$ cat src/rtl/resp_rate_sel.sv
module resp_rate_sel (
  input  logic        clk,
  input  logic        rst_n,
  input  logic [15:0] basic_rates,
  input  logic        rx_rate_vld,
  input  logic [15:0] rx_rate,
  input  logic        resp_req,
  output logic [15:0] resp_rate,
  output logic        resp_vld
);
  localparam int          NR    = 12;
  localparam logic [15:0] LEGAL = 16'hFF0F;

  // bit position of the rate with speed rank k (0 = slowest)
  function automatic int pos_of(input int k);
    case (k)
      0: pos_of = 0;   1: pos_of = 1;   2: pos_of = 2;
      3: pos_of = 8;   4: pos_of = 9;   5: pos_of = 3;
      6: pos_of = 10;  7: pos_of = 11;  8: pos_of = 12;
      9: pos_of = 13;  10: pos_of = 14; default: pos_of = 15;
    endcase
  endfunction

  logic [15:0] rate_q;
  logic [NR-1:0] en_r, in_r, le_r, cand;
  logic          in_ok;
  logic [3:0]    hi_idx, lo_idx;
  logic          hi_any;
  logic [15:0]   sel;

  always_ff @(posedge clk) begin
    if (!rst_n) rate_q <= '0;
    else if (rx_rate_vld) rate_q <= rx_rate;
  end

  assign in_ok = ((rate_q & ~LEGAL) == '0) && ($countones(rate_q) == 1);

  for (genvar k = 0; k < NR; k++) begin : g_rank
    assign en_r[k] = basic_rates[pos_of(k)];
    assign in_r[k] = rate_q[pos_of(k)];
    assign le_r[k] = |(in_r >> k);
  end

  assign cand = en_r & le_r & {NR{in_ok}};

  always_comb begin
    hi_any = 1'b0;
    hi_idx = '0;
    for (int k = 0; k < NR; k++)
      if (cand[k]) begin
        hi_any = 1'b1;
        hi_idx = 4'(k);
      end
    lo_idx = '0;
    for (int k = NR - 1; k >= 0; k--)
      if (en_r[k]) lo_idx = 4'(k);
  end

  always_comb begin
    sel = '0;
    if (hi_any)     sel[pos_of(int'(hi_idx))] = 1'b1;
    else if (|en_r) sel[pos_of(int'(lo_idx))] = 1'b1;
    else            sel[0] = 1'b1;
  end

  always_ff @(posedge clk) begin
    if (!rst_n) begin
      resp_vld  <= 1'b0;
      resp_rate <= '0;
    end else begin
      resp_vld <= resp_req;
      if (resp_req) resp_rate <= sel;
    end
  end
endmodule

$ cat config.mk
export PLATFORM = sky130hd
export DESIGN_NAME = resp_rate_sel
export DESIGN_NICKNAME = d
export VERILOG_FILES = /design/src/rtl/resp_rate_sel.sv
export SDC_FILE = /design/constraint.sdc
export NUM_CORES = 1
export LEC_CHECK = 0
export CORE_UTILIZATION = 35
export CTS_BUF_LIST = sky130_fd_sc_hd__clkbuf_4 sky130_fd_sc_hd__clkbuf_8 sky130_fd_sc_hd__clkbuf_16
export DETAILED_ROUTE_END_ITERATION = 12
export HOLD_SLACK_MARGIN = 0.15
export PLACE_DENSITY_LB_ADDON = 0.3
export SYNTH_ARGS = -nofsm -noshare
export SYNTH_HDL_FRONTEND = slang
export SYNTH_SLANG_ARGS = --single-unit
$ cat constraint.sdc
create_clock -name clk -period 9.3 [get_ports clk]
set_input_delay 2.325 -clock clk [delete_from_list [all_inputs] [get_ports clk]]
set_output_delay 2.325 -clock clk [all_outputs]
set_load 0.01 [all_outputs]
==> flow_metrics.py <==
metrics = {
    "critical_path": {
        "crit_buf_inv": 1,
        "required_ns": 9.51,
        "worstPathArrival_ns": 5.39,
        "r2r_end": "resp_rate[9]",
        "cp.depth": 8,
        "crit_chain": "clkdlybuf4s50_1 -> a2111oi_0 -> o22ai_1 -> nor3_1 -> a21oi_1 -> nor4b_1 -> a32oi_1 -> o31ai_1",
        "cp_top_family": "compound AO/OA/AOI/OAI gates",
        "worstSetupPathType": "primary input to register",
        "cp_slowest_cell": "nor4b_1",
        "r2r-start": "rate_q[9]",
        "r2r_setup_slack_ns": 4.20,
        "startpoint": "basic_rates[12]",
        "crit_end": "resp_rate[11]",
        "critPathMaxFanout": 7,
        "startpoint_type": "primary input",
        "worst_path_largest_cell_delay_ns": 0.74,
        "r2r_cells": 15,
        "cp-end-kind": "register",
    },
    "floorplan": {
        "ios": 53,
        "fp.dieW_um": 85.2,
        "dieHeight_um": 85.2,
        "start_util": 0.371,
        "rows": 29,
        "core-area_mm2": 0.00653,
        "dieArea_mm2": 0.00727,
    },
    "grt": {
        "grt_pass1_vias": 2196,
        "grt_antenna_before_repair": 0,
        "grt_pass1_wl_um": 10700,
        "grt_max_degree": 28,
        "grtUsageTotal": 0.186,
        "overflow": 0,
    },
    "detailed_routing": {
        "drc": 0,
        "final_antenna_net_count": 0,
        "wl_per_cell_um": 15.2,
        "drtIter0Drc": 208,
        "via_count": 2297,
        "routed_wl_um": 6250,
        "dr.pass1.iters": 5,
        "vias_per_cell": 5.58,
    },
    "logic_synthesis": {
        "yosysTopAreaCell": "dfxtp_1",
        "syn_nets": 339,
        "synth.cell_area_mm2": 0.00242,
        "synth-edff-count": 0,
        "synth.area.top_cells": "dfxtp_1, fa_1, mux2i_1, inv_1, nor2b_1",
        "synth_flop_cell": "dfxtp_1",
        "synth.distinct_cells": 57,
        "syn_inst": 287,
        "ys_seq_elements": 33,
        "yosysTopAreaCellShare": 0.272,
        "synthArstFlopShare": 0,
        "ys.warnings.count": 0,
        "synth.avg_cell_area_um2": 8.45,
        "yosysSeqAreaShare": 0.272,
    },
    "pwr": {
        "intPower_mw": 0.289,
        "power.density_mw_per_mm2": 149,
        "swShare": 0.361,
        "worst_ir_drop_vdd_mv": 0.0431,
        "p_leak_nw": 1.22,
        "p_comb_frac": 0.401,
        "power_frac_seq": 0.351,
        "switchingPower_mw": 0.164,
        "power.share.clock": 0.249,
    },
    "outcome": {
        "status": "finished clean",
    },
    "cells_and_area": {
        "diodes": 0,
        "final_core_util": 0.466,
        "syn_to_final_growth_pct": 25.5,
        "num-nets-final": 386,
        "drive_above_1_share": 0.0687,
        "fin_area_mm2": 0.00304,
    },
    "sta": {
        "drv_slew": 0,
        "fin_tns_setup_ns": 0,
        "hold_viol": 0,
        "finClkSkew_ns": 0.00527,
        "fin_crit_ns": 5.18,
        "rsz0062_at_grt": "no",
        "post-route-period-util": 0.557,
        "tightest_slew_ns": 0.959,
        "fmax_mhz": 193,
        "relSlewSlack": 0.359,
        "setup_violations": 0,
    },
    "cts": {
        "cts_setup_buffers": 0,
        "numCtsBuffers": 5,
        "clk_pin_slew_ns": 0.07,
        "cts_max_path_buffers": 2,
        "cts.sinks": 33,
        "clk_latency_ns": 0.29,
        "cts_tree": "yes",
        "cts_root_buf": "clkbuf_8",
        "post_cts_hold_buffer_count": 0,
        "h-tree-depth": 2,
        "post_cts_resized": 0,
    },
    "placement": {
        "io_buffers": 48,
        "dpl_cell_area_mm2": 0.00295,
        "place_congestion": 0.968,
        "dp_hpwl_um": 4910,
    },
    "job": {
        "cap_viol_max_count": 0,
    },
    "worst_hold_path": {
        "hold_path_class": "register to register",
        "min_from": "resp_rate[5]",
    },
}
[kinds of logic after synthesis]
| family | after synthesis | synth area share |
|---|---|---|
| AND/OR/NAND/NOR | 97 | 0.223 |
| AO/OA/AOI/OAI | 84 | 0.251 |
| buffers and inverters | 40 | 0.0697 |
| flip-flops | 33 | 0.272 |
| multiplexers | 17 | 0.0702 |
| adder cells (fa/ha/maj) | 16 | 0.114 |
[metal layers]
layer,global-route usage,part of all wire,up-vias
li1,-,-,1136
met1,0.275,0.49,1046
met2,0.274,0.41,103
met3,0.0292,0.081,12
met4,0.0647,0.019,0
met5,0,0,-
[area by class of cell]
type | instances | area [um2]
sequential | 33 | 661
multi-input combinational | 214 | 1600
timing repair buffer | 48 | 480
tap | 77 | 96.3
clock buffer | 8 | 91.3
inverter | 32 | 120
fill | 642 | 3490
[flip-flops by register name, summed over array words and instances, names as in the netlist]
name       flops
rate_q        16
resp_rate     16
resp_vld       1
[Yosys cell counts, types with 3 or more instances]
master	instances
o31ai_1	6
and2b_1	3
nor2b_1	16
nand2_1	14
mux2i_1	17
clkbuf_1	5
nor2_1	24
a31oi_1	10
o22ai_1	3
nor3_1	3
inv_1	32
a31o_2	3
o21ai_0	18
a21oi_1	12
a211oi_1	6
a32oi_1	3
ha_1	6
nand4_1	4
dfxtp_1	33
and2_1	7
or3_1	4
nand3_1	5
fa_1	10
[worst reg2reg max path: stages, from the launching register on]
cell      delay (ns)
dfxtp_1         0.41
inv_1           0.08
fa_1            0.48
inv_1           0.05
fa_1            0.46
fa_1            0.52
inv_1           0.05
fa_1            0.47
inv_1           0.04
ha_1            0.20
fa_1            0.44
nor4_1          0.31
nand3_1         0.33
a211oi_1        0.47
or3b_4          0.48
o31ai_4         0.24
[power by group through the flow]
stage / combinational (mW) / sequential (mW) / clock [mW]
2_1_floorplan: 0.125 / 0.161 / 0
3_3_place_gp: 0.177 / 0.162 / 0
3_5_place_dp: 0.180 / 0.162 / 0
4_1_cts: 0.181 / 0.159 / 0.117
5_1_grt: 0.206 / 0.160 / 0.123
6_report: 0.181 / 0.159 / 0.113
[worst min path at each step]
stage	endpoint	slack, ns	cells past startpoint
final	resp_rate[5]	0.46	1
after global routing	resp_rate[6]	0.49	1
after CTS	resp_rate[6]	0.46	1
after detailed placement	resp_rate[6]	0.45	1
after global placement	resp_rate[6]	0.44	1
after floorplan	resp_rate[4]	0.50	1
[stage by stage]
stage / hold WS [ns] / cells / power, mW / setup WS (ns)
4_1_cts: 0.463 / 412 / 0.456 / 4.16
3_3_place_gp: 0.442 / 404 / 0.338 / 3.87
5_1_grt: 0.486 / 412 / 0.489 / 3.70
3_5_place_dp: 0.448 / 404 / 0.342 / 3.89
6_report: 0.465 / 412 / 0.453 / 4.12
2_1_floorplan: 0.499 / 287 / 0.286 / 4.70
[placed cells by master (no fill, tap or decap), types with 4 or more instances in the layout]
cell type and count:
clkbuf_8 5, a21oi_1 12, nand2_1 14, mux2i_1 17, inv_1 32, a31oi_1 10, ha_1 6, nand4_1 4
o21ai_0 18, and2_1 7, clkdlybuf4s50_1 48, fa_1 10, o31ai_1 6, dfxtp_1 33, nor2b_1 16, nand3_1 5
nor2_1 24, or3_1 4, a211oi_1 6
Note: power is estimated with default switching activity, not from simulation.
